**config.mk**
```make
export PLATFORM = sky130hd
export DESIGN_NAME = osc_reprog_seq
export DESIGN_NICKNAME = d
export VERILOG_FILES = /design/src/rtl/osc_seq_pkg.sv /design/src/rtl/osc_wait_timer.sv /design/src/rtl/osc_frame_pack.sv /design/src/rtl/osc_readback_cmp.sv /design/src/rtl/osc_reprog_seq.sv
export SDC_FILE = /design/constraint.sdc
export NUM_CORES = 1
export LEC_CHECK = 0
export BUFFER_PORTS_ARGS = -buffer_cell sky130_fd_sc_hd__buf_2
export CAP_MARGIN = 20
export CORE_AREA = 2 2 94 96
export DETAILED_ROUTE_END_ITERATION = 16
export DIE_AREA = 0 0 96 98
export HOLD_SLACK_MARGIN = 0.1
export PLACE_DENSITY = 0.89
export SYNTH_ARGS = -nofsm -noshare
export SYNTH_HDL_FRONTEND = slang
export SYNTH_HIERARCHICAL = 1
export SYNTH_SLANG_ARGS = --single-unit
export TNS_END_PERCENT = 1
```
**constraint.sdc**
```tcl
create_clock -name clk -period 5.8 [get_ports clk]
set_input_delay 0.87 -clock clk [delete_from_list [all_inputs] [get_ports clk]]
set_output_delay 0.87 -clock clk [all_outputs]
set_load 0.02 [all_outputs]
```
**src/rtl/osc_seq_pkg.sv**
```systemverilog
package osc_seq_pkg;

    localparam int BYTES       = 6;
    localparam int IDX_W       = $clog2(BYTES);
    localparam int ADDR_W      = 8;
    localparam int DATA_W      = 16;
    localparam int BYTE_STRIDE = 4;

    localparam logic [ADDR_W-1:0] CTL_ADDR  = 8'h04;
    localparam logic [ADDR_W-1:0] BYTE_BASE = 8'h08;

    // control bit positions (decoded by the register window)
    localparam int CB_WRITE = 9;
    localparam int CB_RESET = 8;
    localparam int CB_SEL   = 7;
    localparam int CB_EN    = 6;

    typedef logic [BYTES-1:0][7:0] frame_t;

    typedef enum logic [3:0] {
        S_IDLE,
        S_CTL_A,
        S_WR,
        S_CTL_B,
        S_CTL_C,
        S_RD,
        S_CTL_D,
        S_CTL_E,
        S_WAIT,
        S_EVAL,
        S_DONE
    } seq_state_t;

    function automatic logic [DATA_W-1:0] ctl_word(input logic wr_trig,
                                                   input logic rs_trig,
                                                   input logic sel);
        logic [DATA_W-1:0] w;
        w           = '0;
        w[CB_EN]    = 1'b1;
        w[CB_WRITE] = wr_trig;
        w[CB_RESET] = rs_trig;
        w[CB_SEL]   = sel;
        return w;
    endfunction

    function automatic logic [ADDR_W-1:0] byte_addr(input logic [IDX_W-1:0] k);
        logic [ADDR_W-1:0] off;
        off = ADDR_W'(k) * ADDR_W'(BYTE_STRIDE);
        return BYTE_BASE + off;
    endfunction

    function automatic frame_t pack_frame(input logic [2:0]  hs,
                                          input logic [6:0]  n1,
                                          input logic [37:0] rf);
        frame_t f;
        f[0] = {hs, n1[6:2]};
        f[1] = {n1[1:0], rf[37:32]};
        f[2] = rf[31:24];
        f[3] = rf[23:16];
        f[4] = rf[15:8];
        f[5] = rf[7:0];
        return f;
    endfunction

endpackage

```
**src/rtl/osc_wait_timer.sv**
```systemverilog
module osc_wait_timer #(
    parameter int WAIT_CYC = 1000000
) (
    input  logic clk,
    input  logic rst,
    input  logic run,
    output logic last
);
    localparam int CW = (WAIT_CYC > 1) ? $clog2(WAIT_CYC + 1) : 1;

    logic [CW-1:0] cnt;

    always_ff @(posedge clk) begin
        if (rst || !run)
            cnt <= '0;
        else
            cnt <= cnt + 1'b1;
    end

    assign last = run && (cnt == CW'(WAIT_CYC - 1));

endmodule

```
**src/rtl/osc_frame_pack.sv**
```systemverilog
module osc_frame_pack
    import osc_seq_pkg::*;
(
    input  logic        clk,
    input  logic        rst,
    input  logic        load,
    input  logic [2:0]  hsdiv_code,
    input  logic [6:0]  n1_code,
    input  logic [37:0] rfreq,
    output frame_t      frame
);
    always_ff @(posedge clk) begin
        if (rst)
            frame <= '0;
        else if (load)
            frame <= pack_frame(hsdiv_code, n1_code, rfreq);
    end

endmodule

```
**src/rtl/osc_readback_cmp.sv**
```systemverilog
module osc_readback_cmp
    import osc_seq_pkg::*;
(
    input  logic             clk,
    input  logic             rst,
    input  logic             clear,
    input  logic             cap,
    input  logic [IDX_W-1:0] cap_idx,
    input  logic [7:0]       cap_byte,
    input  frame_t           frame,
    output logic             mismatch
);
    always_ff @(posedge clk) begin
        if (rst || clear)
            mismatch <= 1'b0;
        else if (cap && (cap_byte != frame[cap_idx]))
            mismatch <= 1'b1;
    end

endmodule

```
**src/rtl/osc_reprog_seq.sv**
```systemverilog
module osc_reprog_seq
    import osc_seq_pkg::*;
#(
    parameter int WAIT_CYC  = 1000000,
    parameter int MAX_TRIES = 3,
    localparam int TRY_W    = (MAX_TRIES > 1) ? $clog2(MAX_TRIES) : 1
) (
    input  logic              clk,
    input  logic              rst,
    input  logic              start,
    input  logic [2:0]        hsdiv_code,
    input  logic [6:0]        n1_code,
    input  logic [37:0]       rfreq,
    output logic              busy,
    output logic              done,
    output logic              success,
    output logic [TRY_W-1:0]  retries,
    output logic              reg_we,
    output logic              reg_re,
    output logic [ADDR_W-1:0] reg_addr,
    output logic [DATA_W-1:0] reg_wdata,
    input  logic [DATA_W-1:0] reg_rdata
);
    seq_state_t       state, ret_state;
    logic [IDX_W-1:0] idx;
    logic [TRY_W-1:0] attempt;
    logic             rd_pend;
    logic [IDX_W-1:0] rd_idx_q;
    logic             t_last;
    logic             mismatch;
    logic             load;
    frame_t           frame;

    assign load = (state == S_IDLE) && start;
    assign busy = (state != S_IDLE);
    assign done = (state == S_DONE);

    osc_frame_pack u_pack (
        .clk        (clk),
        .rst        (rst),
        .load       (load),
        .hsdiv_code (hsdiv_code),
        .n1_code    (n1_code),
        .rfreq      (rfreq),
        .frame      (frame)
    );

    osc_wait_timer #(.WAIT_CYC(WAIT_CYC)) u_timer (
        .clk  (clk),
        .rst  (rst),
        .run  (state == S_WAIT),
        .last (t_last)
    );

    osc_readback_cmp u_cmp (
        .clk      (clk),
        .rst      (rst),
        .clear    (state == S_CTL_A),
        .cap      (rd_pend),
        .cap_idx  (rd_idx_q),
        .cap_byte (reg_rdata[7:0]),
        .frame    (frame),
        .mismatch (mismatch)
    );

    // bus drive, purely from state
    always_comb begin
        reg_we    = 1'b0;
        reg_re    = 1'b0;
        reg_addr  = '0;
        reg_wdata = '0;
        unique case (state)
            S_CTL_A, S_CTL_C: begin
                reg_we    = 1'b1;
                reg_addr  = CTL_ADDR;
                reg_wdata = ctl_word(1'b0, 1'b0, 1'b1);
            end
            S_CTL_B: begin
                reg_we    = 1'b1;
                reg_addr  = CTL_ADDR;
                reg_wdata = ctl_word(1'b1, 1'b0, 1'b0);
            end
            S_CTL_D: begin
                reg_we    = 1'b1;
                reg_addr  = CTL_ADDR;
                reg_wdata = ctl_word(1'b0, 1'b1, 1'b1);
            end
            S_CTL_E: begin
                reg_we    = 1'b1;
                reg_addr  = CTL_ADDR;
                reg_wdata = ctl_word(1'b0, 1'b0, 1'b0);
            end
            S_WR: begin
                reg_we    = 1'b1;
                reg_addr  = byte_addr(idx);
                reg_wdata = {8'h00, frame[idx]};
            end
            S_RD: begin
                reg_re    = 1'b1;
                reg_addr  = byte_addr(idx);
            end
            default: ;
        endcase
    end

    // read-data capture lags the strobe by one cycle
    always_ff @(posedge clk) begin
        if (rst) begin
            rd_pend  <= 1'b0;
            rd_idx_q <= '0;
        end else begin
            rd_pend  <= (state == S_RD);
            rd_idx_q <= idx;
        end
    end

    always_ff @(posedge clk) begin
        if (rst) begin
            state     <= S_IDLE;
            ret_state <= S_IDLE;
            idx       <= '0;
            attempt   <= '0;
            success   <= 1'b0;
            retries   <= '0;
        end else begin
            unique case (state)
                S_IDLE: begin
                    if (start) begin
                        attempt <= '0;
                        state   <= S_CTL_A;
                    end
                end
                S_CTL_A: begin
                    ret_state <= S_WR;
                    state     <= S_WAIT;
                end
                S_WR: begin
                    if (idx == IDX_W'(BYTES - 1)) begin
                        idx   <= '0;
                        state <= S_CTL_B;
                    end else begin
                        idx <= idx + 1'b1;
                    end
                end
                S_CTL_B: begin
                    ret_state <= S_CTL_C;
                    state     <= S_WAIT;
                end
                S_CTL_C: begin
                    ret_state <= S_RD;
                    state     <= S_WAIT;
                end
                S_RD: begin
                    if (idx == IDX_W'(BYTES - 1)) begin
                        idx   <= '0;
                        state <= S_CTL_D;
                    end else begin
                        idx <= idx + 1'b1;
                    end
                end
                S_CTL_D: begin
                    ret_state <= S_CTL_E;
                    state     <= S_WAIT;
                end
                S_CTL_E: begin
                    ret_state <= S_EVAL;
                    state     <= S_WAIT;
                end
                S_WAIT: begin
                    if (t_last)
                        state <= ret_state;
                end
                S_EVAL: begin
                    if (!mismatch) begin
                        success <= 1'b1;
                        retries <= attempt;
                        state   <= S_DONE;
                    end else if (attempt == TRY_W'(MAX_TRIES - 1)) begin
                        success <= 1'b0;
                        retries <= attempt;
                        state   <= S_DONE;
                    end else begin
                        attempt <= attempt + 1'b1;
                        state   <= S_CTL_A;
                    end
                end
                S_DONE: state <= S_IDLE;
                default: state <= S_IDLE;
            endcase
        end
    end

endmodule

```
# [Yosys cells after proc, flatten, opt, wreduce, memory -nomap -nowiden]
# Index checks and enable logic that the tools add are counted.
# W data, S select, Z words.
[word_totals] ff_bits=89 input_bits=67 output_inout_bits=31 word_cells=85
[op_classes] n_addsub=4 order_cmp=2 eq_ne=21 mux=25 reduce_logical=17
[op_table] op="$pmux W10 S5" count=1
[op_table] op="$bmux W8 S3" count=2
[op_table] op="$mux W4" count=6
[op_table] op="$pmux W4 S6" count=1
[op_table] op="$add A20 B1 Y20 const B" count=1
[op_table] op="$eq A20 B20 Y1 const B" count=1
[op_table] op="$pmux W4 S5" count=1
[op_table] op="$eq A4 B3 Y1 const B" count=4
[op_table] op="$mux W8" count=2
[op_table] op="$eq A4 B4 Y1 const B" count=3
[op_table] op="$pmux W6 S2" count=1
[op_table] op="$mux W2" count=5
[op_table] op="$ne A2 B2 Y1 const B" count=5
[op_table] op="$eq A4 B2 Y1 const B" count=2
[op_table] op="$lt A3 B4 Y1 const B" count=2
[op_table] op="$ne A8 B8 Y1" count=1
[op_table] op="$reduce_and A4 Y1" count=2
[op_table] op="$add A4 B5 Y6 const A" count=1
[op_table] op="$reduce_or A6 Y1" count=1
[op_table] op="$reduce_bool A5 Y1" count=1
[op_table] op="$reduce_or A5 Y1" count=1
[op_table] op="$eq A4 B1 Y1 const B" count=1
[op_table] op="$logic_not A4 Y1" count=1
[op_table] op="$mux W1" count=4
[op_table] op="14 further kinds" count=19

# [Logic depth before layout (Yosys ltp)]
[logic_depth] word_depth=4 ltp_mapped=10 mapped_depth_nobuf=8

# [Hierarchy]
# Netlist, hierarchy kept.
[by_module_without_submodules] mod="osc_frame_pack" instances=1 cells_each=155 area_per_inst_um2=1729.2 seq_area_each_um2=960.9
[by_module_without_submodules] mod="osc_reprog_seq" instances=1 cells_each=183 area_per_inst_um2=1576.5 seq_area_each_um2=400.4
[by_module_without_submodules] mod="osc_wait_timer" instances=1 cells_each=105 area_per_inst_um2=985.9 seq_area_each_um2=400.4
[by_module_without_submodules] mod="osc_readback_cmp" instances=1 cells_each=72 area_per_inst_um2=626.9 seq_area_each_um2=20.0

# [Worst setup path after synthesis]
# No wires, ideal clock.
[synth_timing] path_kind="reg-to-output" start="register state[1]" end="output port reg_wdata[7]" arrival_ns=1.688 t_required_ns=4.930 setup_slack_ns=3.242 path_stages_with_launch=4 n_path_buf=1 path_cell_list="dfxtp_1 > clkbuf_1 > inv_1 > o41ai_1"
[synth_between] elab_chain_len=3 elab_cells_between_ends=8 cone_classes="eq/ne (6); mux (1); reduce/logical (1)"
[synth_lines] item="start, declared" line_no="osc_reprog_seq.sv:24" rtl="seq_state_t state, ret_state;"
[synth_lines] item="start signal, assigned" line_no="osc_reprog_seq.sv:171" rtl="state <= ret_state;"
[synth_lines] item="$eq A4 B3 Y1 or $eq A4 B1 Y1 (tied branches)" line_no="osc_reprog_seq.sv:72" rtl="unique case (state)"
[synth_lines] item="$reduce_or A2 Y1"
[synth_lines] item="$pmux W10 S5 *" line_no="osc_reprog_seq.sv:72"
[synth_lines] item="end, declared" line_no="osc_reprog_seq.sv:21" rtl="output logic [DATA_W-1:0] reg_wdata,"
# Mark *: on every way between the ends. The rest lies on a longest branch, timed or not.

# [Final worst setup path]
[layout_timing] start="register idx[0]" end="output port reg_wdata[6]"
[layout_between] elab_chain_len=3
[layout_lines] item="start, declared" line_no="osc_reprog_seq.sv:25" rtl="logic [IDX_W-1:0] idx;"
[layout_lines] item="start signal, assigned" line_no="osc_reprog_seq.sv:142" rtl="idx <= idx + 1'b1;"
[layout_lines] item="start signal, assigned" line_no="osc_reprog_seq.sv:158" rtl="idx <= idx + 1'b1;"
[layout_lines] item="$bmux W8 S3" line_no="osc_reprog_seq.sv:96" rtl="reg_wdata = {8'h00, frame[idx]};"
[layout_lines] item="$mux W8 (implied by the code)" line_no="osc_reprog_seq.sv:96"
[layout_lines] item="$pmux W10 S5" line_no="osc_reprog_seq.sv:72"
# Every way passes these cells. The select of a mux whose other input is x is not followed.

==> results.cfg <==
[status]
status = completed

[drt]
wl_per_cell_um = 16.5
drt_iter0_markers = 442
vias = 4097
wl_mm = 11.4
viasPerCell = 5.95
ant_nets = 0
drc = 0
first_pass_iters = 5

[yosys]
seq_area_frac_synth_pct = 36.2
syn_inst = 515
synth_area_sq_um = 4920
synth_cell_types = 65
ys.flop_type = dfxtp_1
synth_area_leaders = dfxtp_1 36%, mux2i_1 14%, nor2_1 8.4%
synth_top_area_share_pct = 36.2
synth_area_leader_cell = dfxtp_1
syn_area_per_cell_sq_um = 9.55
ys_async_sr_fraction_pct = 0
synth-seq-cells = 89
synth_edf_count = 0
ys_warn_count = 6

[final_layout]
fillCellCount = 647
layout.nets = 645
drive_above_1_share_pct = 22.4
area_delta_synth_final_pct = 9.51
stdcell_area_sq_um = 5390

[global_route]
grt.busiest_layer = met2
grt_max_degree = 74
grt_use_met2_pct = 40.9
grt_overflow = 0
grt.met3_usage_pct = 4.48
met1_usage_pct = 33.0
grt_pass1_wl_mm = 18.5
grt_pass1_vias = 3845
groute.usage.overall_pct = 25.0
antenna_found_initial = 1

[clocking]
cts_tree = built
cts_hold_buffers = 0
cts_setup_buffers = 0
cts-root-buf = clkbuf_8
htreeDepth = 3
cts_sinks = 89
cts.reportedPaths.clkPinSlew_ns = 0.09
cts.repair.resized = 0
clk_latency_ns = 0.36
clk_path_buf_depth = 2
cts_made_buffers = 9

[setup_path]
critPathKind = reg2out
cp_cell_sequence = buf_4 > mux4_2 > a221oi_1 > nor3_1 > buf_2
slowest_delay_ns = 0.64
critical_path.max_fanout = 14
crit_path_top_delay_cell = dfxtp_1
startpoint_type = register
crit_required_ns = 4.93
arrival_ns = 2.53
endpoint_kind = primary output

[sta]
drv_slew = 0
rsz0062_at_grt = false
fmax_mhz = 294
fin_skew_ns = 0.0115
setup_viol_count_final = 0
fin_setup_tns_ns = 0
worst_pin_slew_ns = 0.932
fin_crit_ns = 3.40
min_period_over_period_pct = 58.6
maxSlewHeadroom_pct = 37.8
hold_viol = 0

[placement]
place_area_sq_um = 5210
gp_congestion = 0.890
io_buffers = 79
hpwlAfterDp_mm = 7.88

[floorplanning]
dieArea_sq_um = 9410
io_pins = 98
rows = 34
dieHeight_um = 98
die_x_um = 96
start_util_pct = 58.1
coreArea_sq_um = 8470

[worst_hold_path]
hp-class = reg2reg

[run]
drv_cap = 0

[power]
max-vdd-ir-drop_v = 0.000153
powerDensity_nw_per_um2 = 329
p_leak_uw = 0.00217
p_total_uw = 1770
==> critical path, delay by kind of cell, from the launching register on <==
kind	cells	cell delay, ns
compound gates	1	0.38
buf+inv	2	0.54
flops	1	0.64
mux	1	0.52
simple gates	1	0.10
==> cell type report <==
| cell class | count | area [sq um] | share of cell area (%) |
|---|---|---|---|
| timing repair buffer | 82 | 418 | 7.76 |
| clock inverter | 6 | 42.5 | 0.790 |
| tap | 108 | 135 | 2.51 |
| clock buffer | 10 | 128 | 2.37 |
| inverter | 8 | 30.0 | 0.557 |
| multi-input combinational | 385 | 2850 | 52.9 |
| antenna | 1 | 2.50 | 0.0465 |
| sequential | 89 | 1780 | 33.1 |
==> metrics by stage <==
step                hold slack [ns]  util (%)  setup slack [ns]  cells
floorplan                     0.460         -              3.24    524
global placement              0.473      61.6              2.79    672
detailed placement            0.487      61.6              2.79    672
CTS                           0.502      63.6              2.39    688
global route                  0.524      63.6              2.29    689
finish                        0.503      63.6              2.40    689
==> state kept, by name (all words and copies together), names as in the netlist <==
| signal | count |
|---|---|
| attempt | 2 |
| idx | 3 |
| rd_idx_q | 3 |
| rd_pend | 1 |
| ret_state | 4 |
| retries | 2 |
| state | 4 |
| success | 1 |
| u_cmp/mismatch | 1 |
| u_pack/frame | 48 |
| u_timer/cnt | 20 |
==> routing by layer <==
metal | vias up | wire length, um
met5 | - | 0
met4 | 0 | 228
met3 | 27 | 673
met2 | 149 | 5770
met1 | 1983 | 4710
li1 | 1938 | -
==> cells in the final DEF (no fill, tap or decap), types with 6 or more instances in the layout <==
cell	count
buf_2	79
xnor2_1	22
clkbuf_8	9
mux2i_1	68
conb_1	10
nand2_1	11
mux2_2	7
a22oi_1	7
inv_1	8
o21ai_0	12
nand2b_1	6
a21oi_1	19
nor2b_1	6
nor2_1	110
xor2_1	7
dfxtp_1	89
nor3_1	9
mux4_2	9
==> cells in the mapped netlist, types with 3 or more instances <==
cell type,count
a211oi_1,3
a21oi_1,19
a22oi_1,7
a31oi_1,4
and2_1,4
and3_1,3
buf_1,3
buf_12,3
buf_2,9
buf_4,12
buf_6,4
clkbuf_1,11
dfxtp_1,89
ha_1,3
inv_1,8
mux2_2,7
mux2i_1,68
mux4_1,4
mux4_2,9
nand2_1,11
nand2b_1,6
nand3_1,4
nand4_1,4
nor2_1,110
nor2b_1,6
nor3_1,9
nor3b_1,4
nor4_1,3
nor4_2,3
o21ai_0,12
o41ai_1,3
or3_1,3
xnor2_1,22
xor2_1,7
==> kinds of logic after synthesis <==
kind of cell | after synthesis | synth area share, %
simple gates | 189 | 20.6
fa+ha+maj | 3 | 0.763
buf+inv | 50 | 6.56
xor+xnor | 29 | 5.16
other cells | 1 | 0.0762
compound gates | 66 | 8.95
flops | 89 | 36.2
mux | 88 | 21.7
==> path summary, 6_finish.rpt <==
| kind | to | slack (ns) | start | cells after the start |
|---|---|---|---|---|
| worst max-delay path | reg_wdata[6] | 2.40 | idx[0]$_SDFFE_PP0N_ | 5 |
| worst min-delay path | ret_state[3]$_SDFFE_PP0P_ | 0.50 | ret_state[3]$_SDFFE_PP0P_ | 2 |
| worst max register to register | state[2]$_SDFFE_PP0P_ | 3.11 | state[3]$_SDFFE_PP0P_ | 8 |
| worst min register to register | ret_state[3]$_SDFFE_PP0P_ | 0.50 | ret_state[3]$_SDFFE_PP0P_ | 2 |
==> where the power goes <==
part	switching (uW)	internal (uW)
combinational	316	274
clock	225	157
sequential	110	690
Note: power is estimated with default switching activity, not from simulation.
